File: config.mk
export PLATFORM = sky130hd
export DESIGN_NAME = share_arbiter
export DESIGN_NICKNAME = d
export VERILOG_FILES = /design/src/rtl/arb_pkg.sv /design/src/rtl/arb_datapath.sv /design/src/rtl/arb_ctrl.sv /design/src/rtl/share_arbiter.sv
export SDC_FILE = /design/constraint.sdc
export NUM_CORES = 1
export LEC_CHECK = 0
export BUFFER_PORTS_ARGS = -buffer_cell sky130_fd_sc_hd__buf_2
export CORE_MARGIN = 2
export CORE_UTILIZATION = 50
export DETAILED_ROUTE_END_ITERATION = 10
export GPL_ROUTABILITY_DRIVEN = 0
export PLACE_DENSITY_LB_ADDON = 0.15
export REMOVE_ABC_BUFFERS = 1
export SYNTH_ARGS = -nofsm -noshare
export SYNTH_HDL_FRONTEND = slang
export SYNTH_SLANG_ARGS = --single-unit
export TNS_END_PERCENT = 1
File: constraint.sdc
create_clock -name clk -period 5.72 [get_ports clk]
set_input_delay 1.144 -clock clk [delete_from_list [all_inputs] [get_ports clk]]
set_output_delay 1.144 -clock clk [all_outputs]
set_load 0.005 [all_outputs]
File: src/rtl/arb_pkg.sv
package arb_pkg;
  // Strobes sent from the decision logic to the state-holding datapath
  typedef struct packed {
    logic consume;  // granted master completed one transfer
    logic reload;   // refill every budget from the configuration
    logic load;     // register a new grant
    logic clear;    // drop the grant
  } arbStrobe_t;
endpackage

File: src/rtl/arb_datapath.sv
module arb_datapath
  import arb_pkg::*;
#(
  parameter int NUM_MASTERS = 4,
  parameter int SHARE_W = 4,
  localparam int IDX_W = (NUM_MASTERS > 1) ? $clog2(NUM_MASTERS) : 1
) (
  input  logic                         clk,
  input  logic                         rst_n,
  input  arbStrobe_t                   strobe,
  input  logic [IDX_W-1:0]             newIdx,
  input  logic [NUM_MASTERS*SHARE_W-1:0] shares,
  output logic [NUM_MASTERS-1:0]       grant,
  output logic [IDX_W-1:0]             grantIdx,
  output logic [NUM_MASTERS-1:0]       avail,
  output logic                         ownerLast,
  output logic [IDX_W-1:0]             lastIdx,
  output logic                         lastValid,
  output logic [NUM_MASTERS*SHARE_W-1:0] effFlat
);
  logic [SHARE_W-1:0] budget [NUM_MASTERS];
  logic [SHARE_W-1:0] effShare [NUM_MASTERS];

  for (genvar i = 0; i < NUM_MASTERS; i++) begin : g_eff
    assign effShare[i] = (shares[i*SHARE_W +: SHARE_W] == '0) ? SHARE_W'(1)
                                                              : shares[i*SHARE_W +: SHARE_W];
    assign effFlat[i*SHARE_W +: SHARE_W] = effShare[i];
    assign avail[i] = (budget[i] != '0);
  end

  assign ownerLast = (budget[grantIdx] <= SHARE_W'(1));

  always_ff @(posedge clk or negedge rst_n) begin
    if (!rst_n) begin
      grant     <= '0;
      grantIdx  <= '0;
      lastIdx   <= '0;
      lastValid <= 1'b0;
      for (int i = 0; i < NUM_MASTERS; i++) budget[i] <= '0;
    end else begin
      for (int i = 0; i < NUM_MASTERS; i++) begin
        if (strobe.reload)
          budget[i] <= effShare[i];
        else if (strobe.consume && (grantIdx == IDX_W'(i)) && (budget[i] != '0))
          budget[i] <= budget[i] - SHARE_W'(1);
      end
      if (strobe.load) begin
        grant     <= NUM_MASTERS'(1) << newIdx;
        grantIdx  <= newIdx;
        lastIdx   <= newIdx;
        lastValid <= 1'b1;
      end else if (strobe.clear) begin
        grant    <= '0;
        grantIdx <= '0;
      end
    end
  end


  grant_onehot_chk: assert property (@(posedge clk) disable iff (!rst_n)
    $onehot0(grant));


  idx_match_chk: assert property (@(posedge clk) disable iff (!rst_n)
    (grant != '0) |-> grant[grantIdx]);

  for (genvar i = 0; i < NUM_MASTERS; i++) begin : g_budChk

    budget_step_chk: assert property (@(posedge clk) disable iff (!rst_n)
      !strobe.reload |=> ((budget[i] == $past(budget[i])) ||
                          (budget[i] == $past(budget[i]) - SHARE_W'(1))));
  end
endmodule

File: src/rtl/arb_ctrl.sv
module arb_ctrl
  import arb_pkg::*;
#(
  parameter int NUM_MASTERS = 4,
  parameter int SHARE_W = 4,
  localparam int IDX_W = (NUM_MASTERS > 1) ? $clog2(NUM_MASTERS) : 1
) (
  input  logic                           clk,
  input  logic                           rst_n,
  input  logic [NUM_MASTERS-1:0]         req,
  input  logic [NUM_MASTERS-1:0]         done,
  input  logic [NUM_MASTERS-1:0]         grant,
  input  logic [NUM_MASTERS-1:0]         avail,
  input  logic                           ownerLast,
  input  logic [IDX_W-1:0]               lastIdx,
  input  logic                           lastValid,
  input  logic [NUM_MASTERS*SHARE_W-1:0] effFlat,
  output arbStrobe_t                     strobe,
  output logic [IDX_W-1:0]               newIdx
);
  logic grantValid, ownerReq, ownerDone, busFree, keepOwner;
  logic [NUM_MASTERS-1:0] availPost, eligible, candidates, lastHot;

  function automatic logic [IDX_W-1:0] pickMax(input logic [NUM_MASTERS-1:0] mask,
                                              input logic [NUM_MASTERS*SHARE_W-1:0] eff);
    logic [IDX_W-1:0] best;
    logic [SHARE_W-1:0] bestShare;
    logic found;
    best = '0;
    bestShare = '0;
    found = 1'b0;
    for (int i = 0; i < NUM_MASTERS; i++) begin
      if (mask[i] && (!found || (eff[i*SHARE_W +: SHARE_W] > bestShare))) begin
        best = IDX_W'(i);
        bestShare = eff[i*SHARE_W +: SHARE_W];
        found = 1'b1;
      end
    end
    return best;
  endfunction

  always_comb begin
    grantValid = (grant != '0);
    ownerReq   = |(grant & req);
    ownerDone  = |(grant & done);
    busFree    = !grantValid || ownerDone || !ownerReq;
    availPost  = avail & ~((ownerDone && ownerLast) ? grant : '0);
    keepOwner  = ownerReq && |(grant & availPost);
    eligible   = req & availPost;
    lastHot    = lastValid ? (NUM_MASTERS'(1) << lastIdx) : '0;
    candidates = req & ~lastHot;
    if (candidates == '0) candidates = req;

    strobe = '0;
    strobe.consume = ownerDone;
    newIdx = '0;
    if (busFree && !keepOwner) begin
      if (eligible != '0) begin
        strobe.load = 1'b1;
        newIdx = pickMax(eligible, effFlat);
      end else if (req != '0) begin
        strobe.reload = 1'b1;
        strobe.load = 1'b1;
        newIdx = pickMax(candidates, effFlat);
      end else if (grantValid) begin
        strobe.clear = 1'b1;
      end
    end
  end


  hold_in_xfer_chk: assert property (@(posedge clk) disable iff (!rst_n)
    ((grant != '0) && ((grant & req) != '0) && ((grant & done) == '0)) |=> $stable(grant));


  grant_to_req_chk: assert property (@(posedge clk) disable iff (!rst_n)
    (grant != '0) |=> ((grant == '0) || ((grant & $past(req)) != '0)));


  lone_req_chk: assert property (@(posedge clk) disable iff (!rst_n)
    (($countones(req) == 1) && ((grant == '0) || ((grant & done) != '0) || ((grant & req) == '0)))
      |=> (grant == $past(req)));
endmodule

File: src/rtl/share_arbiter.sv
module share_arbiter
  import arb_pkg::*;
#(
  parameter int NUM_MASTERS = 4,
  parameter int SHARE_W = 4,
  localparam int IDX_W = (NUM_MASTERS > 1) ? $clog2(NUM_MASTERS) : 1
) (
  input  logic                           clk,
  input  logic                           rst_n,
  input  logic [NUM_MASTERS-1:0]         req,
  input  logic [NUM_MASTERS-1:0]         done,
  input  logic [NUM_MASTERS*SHARE_W-1:0] shares,
  output logic [NUM_MASTERS-1:0]         grant,
  output logic [IDX_W-1:0]               grantIdx
);
  arbStrobe_t strobe;
  logic [IDX_W-1:0] newIdx, lastIdx;
  logic [NUM_MASTERS-1:0] avail;
  logic ownerLast, lastValid;
  logic [NUM_MASTERS*SHARE_W-1:0] effFlat;

  arb_ctrl #(.NUM_MASTERS(NUM_MASTERS), .SHARE_W(SHARE_W)) i_ctrl (
    .clk(clk), .rst_n(rst_n), .req(req), .done(done), .grant(grant),
    .avail(avail), .ownerLast(ownerLast), .lastIdx(lastIdx), .lastValid(lastValid),
    .effFlat(effFlat), .strobe(strobe), .newIdx(newIdx));

  arb_datapath #(.NUM_MASTERS(NUM_MASTERS), .SHARE_W(SHARE_W)) i_dp (
    .clk(clk), .rst_n(rst_n), .strobe(strobe), .newIdx(newIdx), .shares(shares),
    .grant(grant), .grantIdx(grantIdx), .avail(avail), .ownerLast(ownerLast),
    .lastIdx(lastIdx), .lastValid(lastValid), .effFlat(effFlat));
endmodule

## Word-level counts from Yosys, hierarchy flattened

Cells that the tools add are included.

- Output and inout port bits: 6
- Input port bits: 26
- Bits in registers: 25

- Reduce and logical (&&, ||, !) cells: 55
- Bitwise logic cells: 9
- Add/sub/neg operators: 4
- Shift-type cells: 2
- Equal/unequal tests: 3
- Magnitude comparators: 8
- Multiplexer cells: 80

Operators by type and width:

| kind | count |
|---|---|
| $mux W4 | 40 |
| $mux W1 | 28 |
| $reduce_bool A4 Y1 | 7 |
| $and A4 B4 Y4 | 6 |
| $gt A4 B4 Y1 | 6 |
| $logic_not A4 Y1 | 5 |
| $mux W2 | 10 |
| $logic_and A1 B1 Y1 | 17 |
| $sub A4 B1 Y4 const B | 4 |
| $reduce_or A4 Y1 | 3 |
| $reduce_bool A2 Y1 | 5 |
| $logic_not A1 Y1 | 9 |
| $bmux W4 S2 | 1 |
| $logic_or A1 B1 Y1 | 8 |
| $not A4 Y4 | 2 |
| $shl A1 B2 Y4 const A | 2 |
| $eq A2 B2 Y1 const B | 2 |
| $le A4 B1 Y1 const B | 1 |
| $ge A3 B3 Y1 const B | 1 |
| $mux W3 | 1 |
| $not A2 Y3 | 1 |
| $eq A2 B1 Y1 const B | 1 |
| $logic_not A2 Y1 | 1 |

## Logic depth before layout (Yosys ltp)

- Depth after elaboration: 38
- Gate-level depth with buffers: 28
- Depth with buffers taken out: 28

## Hierarchy

From an unflattened synthesis, not the netlist that was laid out.

- Cells, all modules: 326
- Area, all modules: 2715.1 µm²

By module, submodules not included:

| module | seq. area each (µm²) | cells an instance | area an instance (µm²) | instances |
|---|---|---|---|---|
| arb_datapath | 625.6 | 175 | 1550.2 | 1 |
| arb_ctrl | 0.0 | 151 | 1164.9 | 1 |

## Least setup slack after synthesis

OpenSTA, ideal clock, no wires.

- Path type: input to register
- Start: input done[2]
- End: register i_dp.grant[3]
- Path slack: -628 ps
- Data arrival time: 6213 ps
- Cell stages on the path: 25
- Library setup time: 135 ps
- Path through: a22oi_1 a32oi_4 and2_4 a21oi_2 nand2_1 ha_1 a21oi_1 o21ai_0 o21ai_0 a221o_1 mux2_4 ha_1 nor2b_1 o21ai_0 a32oi_1 o31ai_1 mux2_2 ha_1 nor2b_1 o211ai_1 o2bb2ai_1 nor3b_1 o21ai_0 o21ai_0 o21ai_0

- Word-level cells in the longest chain between the ends: 30
- Elaborated cells on any way between the ends: 56
- Those cells by class: order compare (3); shift (1); mux (28); bitwise (5); reduce/logical (19)

RTL lines:

| element | RTL line | source |
|---|---|---|
| start: declaration | share_arbiter.sv:11 | `input logic [NUM_MASTERS-1:0] done,` |
| $and A4 B4 Y4 * | arb_ctrl.sv:45 | `ownerDone = \|(grant & done);` |
| $reduce_or A4 Y1 * | arb_ctrl.sv:45 |  |
| $logic_and A1 B1 Y1 | arb_ctrl.sv:47 | `availPost = avail & ~((ownerDone && ownerLast) ? grant : '0);` |
| $mux W4 | arb_ctrl.sv:47 |  |
| $not A4 Y4 | arb_ctrl.sv:47 |  |
| $and A4 B4 Y4 | arb_ctrl.sv:47 |  |
| $and A4 B4 Y4 | arb_ctrl.sv:49 | `eligible = req & availPost;` |
| $mux W4 or $mux W1 (tied branches) | arb_ctrl.sv:33 | `if (mask[i] && (!found \|\| (eff[i*SHARE_W +: SHARE_W] > bestShare))) begin` |
| (+14 left out) | -- |  |
| $gt A4 B4 Y1 or $logic_not A1 Y1 (tied branches) | arb_ctrl.sv:33 |  |
| $logic_or A1 B1 Y1 | arb_ctrl.sv:33 |  |
| $logic_and A1 B1 Y1 | arb_ctrl.sv:33 |  |
| $mux W2 | arb_ctrl.sv:33 |  |
| $mux W2 | arb_ctrl.sv:58 | `if (eligible != '0) begin` |
| $mux W2 | arb_ctrl.sv:57 | `if (busFree && !keepOwner) begin` |
| $shl A1 B2 Y4 | arb_datapath.sv:48 | `grant <= NUM_MASTERS'(1) << newIdx;` |
| $mux W4 | arb_datapath.sv:47 | `if (strobe.load) begin` |
| end signal: assignment | arb_datapath.sv:48 |  |
| end: declaration | arb_datapath.sv:13 | `output logic [NUM_MASTERS-1:0] grant,` |

Mark *: on every way between the ends. The rest lies on a longest branch, timed or not. The select of a mux whose other input is x is not followed.
A chain may end at the register's enable or synchronous reset.

## Final worst setup path

- Start: input done[3]
- End: register i_dp.grant[2]

Same word-level chain as after synthesis.

==> impl_metrics.py <==
metrics = {
    "drt": {
        "antenna_left": 0,
        "via_per_inst": 5.81,
        "wl_per_cell_um": 16.6,
        "drt-initial-drc-count": 261,
        "drt_pass1_iterations": 5,
        "wirelength_um": 7670,
        "drc": 0,
        "vias": 2684,
    },
    "clock_tree": {
        "cts_root_buffer": "clkbuf_8",
        "cts_sinks": 25,
        "clk_latency_ps": 280,
        "cts.clk_slew.worst_paths_ps": 100,
        "cts_made_buffers": 3,
        "cts_tree": "built",
        "clockBufferDepth": 2,
        "postCtsHoldBufs": 0,
        "h-tree-depth": 1,
    },
    "pwr": {
        "ir_drop_uv": 166,
        "leakage_nw": 1.58,
        "power_density_mw_per_mm2": 441,
    },
    "die": {
        "io_pins": 32,
        "initial_core_util": 0.510,
        "die_w_um": 75.5,
        "dieArea_sq_mm": 0.00570,
        "rows": 26,
        "core_area_sq_mm": 0.00501,
        "die_height_um": 75.5,
    },
    "yosys": {
        "ys.flop_type": "dfrtp_1",
        "synth_cell_types": 50,
        "yosys-top-cells-count": "nand2_1, o21ai_0, ha_1",
        "ys_ff_latch": 25,
        "syn-cell-area_sq_mm": 0.00256,
        "syn_avg_cell_area_sq_um": 7.99,
        "yosys-top-cells-area": "dfrtp_1, ha_1, o21ai_0",
        "yosysTopAreaCell": "dfrtp_1",
        "syn-instance-count": 320,
        "yosys.area.top_type_share": 0.245,
        "yosysWarnings": 0,
        "synth_edf_count": 0,
        "synth-seq-area-share": 0.245,
        "async_flop_share": 1.00,
        "synth.most_common_cell": "nand2_1",
    },
    "sta": {
        "fmax_mhz": 166,
        "layout_setup_ws_ps": -290,
        "setup_viol": 8,
        "setup_tns_ps": -1450,
        "min_period_over_period": 1.05,
        "max_slew_margin": 0.250,
        "final_period_minus_worst_setup_slack_ps": 6010,
        "hold_ws_ps": 573,
        "rsz0062_at_grt": "yes",
        "drv_slew": 0,
        "finClkSkew_ps": 4.73,
        "tightestPinTransition_ps": 1120,
        "hold_viol": 0,
    },
    "worst_setup_path": {
        "required_ps": 5900,
        "critPathMostFrequentCell": "ha_4",
        "worst_setup_path_end_kind": "register",
        "startpoint": "done[3]",
        "worstSetupPathType": "in -> reg",
        "critPathBufInv": 3,
        "crit_slowest_cell": "a221o_2",
        "r2r_start": "i_dp.budget[9]",
        "cp_max_fo": 5,
        "max_stage_delay_ps": 410,
        "critPathTopFamily": "compound AO/OA/AOI/OAI gates",
        "worstSetupStartpointType": "primary input",
        "worstPathArrival_ps": 6190,
    },
    "cells_and_area": {
        "layout-drive-gt1-share": 0.352,
        "nNetsFinal": 447,
        "multi_input_area_sq_mm": 0.00199,
        "syn_to_final_growth_pct": 33.4,
        "num-fill-cells": 418,
        "seq_area_sq_um": 626,
        "fin_util": 0.681,
        "diodes": 0,
    },
    "status": {
        "violations": "setup timing",
        "outcome": "finished, violations left",
    },
    "min_path": {
        "hold_start": "i_dp.lastValid",
        "hold_path.class": "reg -> reg",
    },
    "placement": {
        "dpl.hpwl_um": 5570,
        "numPortBuffers": 31,
    },
    "grt": {
        "grt_first_pass_wirelength_um": 12000,
        "antenna_found_initial": 0,
        "first_global_vias": 2576,
        "grt_overflow": 0,
        "grt_max_degree": 32,
        "grtUsageTotal": 0.276,
    },
    "flow_run": {
        "maxCapViolCount": 0,
    },
}
-- final timing paths --
check                                      end  slack [ps]  cells past startpoint
worst max-delay path             i_dp.grant[2]        -290                     28
worst min-delay path            i_dp.lastValid         570                      1
worst max register to register   i_dp.grant[2]          70                     28
worst min register to register  i_dp.lastValid         570                      1
max in group asynchronous       i_dp.budget[5]        4470                      1
min in group asynchronous        i_dp.grant[2]         860                      1
-- registers in the layout, summed over array words and instances (netlist names) --
signal          count
i_dp.grantIdx       2
i_dp.budget        16
i_dp.lastIdx        2
i_dp.lastValid      1
i_dp.grant          4
-- layout make-up --
type / count / area share
flip-flops and latches: 25 / 0.183
repair buffers: 86 / 0.168
well taps: 70 / 0.0257
clock inverters: 1 / 0.00220
multi-input cells: 256 / 0.585
clock buffers: 3 / 0.0121
inverters: 21 / 0.0231
-- power by group --
part / internal, mW / switching, mW
clock: 0.0496 / 0.0645
combinational: 0.518 / 0.523
sequential: 0.264 / 0.0855
-- placed cells by master (no fill, tap or decap), types with 3 or more instances in the layout --
| master | netlist | layout |
|---|---|---|
| ha_4 | 0 | 8 |
| ha_1 | 28 | 20 |
| nor2b_1 | 6 | 5 |
| nand3_1 | 3 | 3 |
| xnor2_1 | 7 | 7 |
| o21ai_1 | 0 | 5 |
| a22oi_1 | 8 | 6 |
| o21ai_0 | 30 | 24 |
| o211ai_1 | 3 | 3 |
| nand2_2 | 0 | 3 |
| nor4_1 | 3 | 3 |
| nand4_1 | 3 | 3 |
| nand2_1 | 39 | 35 |
| buf_4 | 0 | 55 |
| nor2_1 | 21 | 21 |
| clkbuf_8 | 0 | 3 |
| buf_2 | 0 | 30 |
| a21o_1 | 5 | 5 |
| a31oi_1 | 4 | 4 |
| mux2_2 | 8 | 6 |
| or3b_2 | 5 | 5 |
| mux2_4 | 3 | 5 |
| dfrtp_1 | 25 | 25 |
| xor2_1 | 5 | 5 |
| o21a_1 | 7 | 7 |
| inv_1 | 21 | 21 |
| nor3_1 | 10 | 8 |
| a21oi_2 | 1 | 3 |
| a21oi_1 | 20 | 17 |
-- routing by layer --
layer / part of all wire / up-vias / track usage
met1: 0.44 / 1250 / 0.358
met3: 0.057 / 18 / 0.0450
met4: 0.026 / 0 / 0.0819
met2: 0.47 / 110 / 0.474
met5: 0 / - / 0
li1: - / 1306 / -
-- what timing repair did --
action,CTS,global route
buffers inserted,6,5
setup endpoints to repair,8,8
gates resized for setup,29,11
pin swaps,22,16
-- kinds of logic (layout without fill, tap and decap cells) --
logic type      count (synthesis)  after routing  share of synthesized area
fa+ha+maj                      28             28                      0.137
mux                            13             13                     0.0607
simple gates                  108            108                      0.215
xor+xnor                       12             12                     0.0411
buf+inv                        39            111                     0.0573
compound gates                 95             95                      0.244
flops                          25             25                      0.245
-- per-stage QoR --
stage	worst slack [ps]	cells	power (mW)	instance area (sq um)
2_1_floorplan	-628	302	0.924	2490
3_3_place_gp	-616	447	1.23	3060
3_5_place_dp	-904	447	1.25	3060
4_1_cts	-121	457	1.43	3310
5_1_grt	-512	462	1.64	3410
6_report	-290	462	1.50	3410
Note: power is estimated with default switching activity, not from simulation.
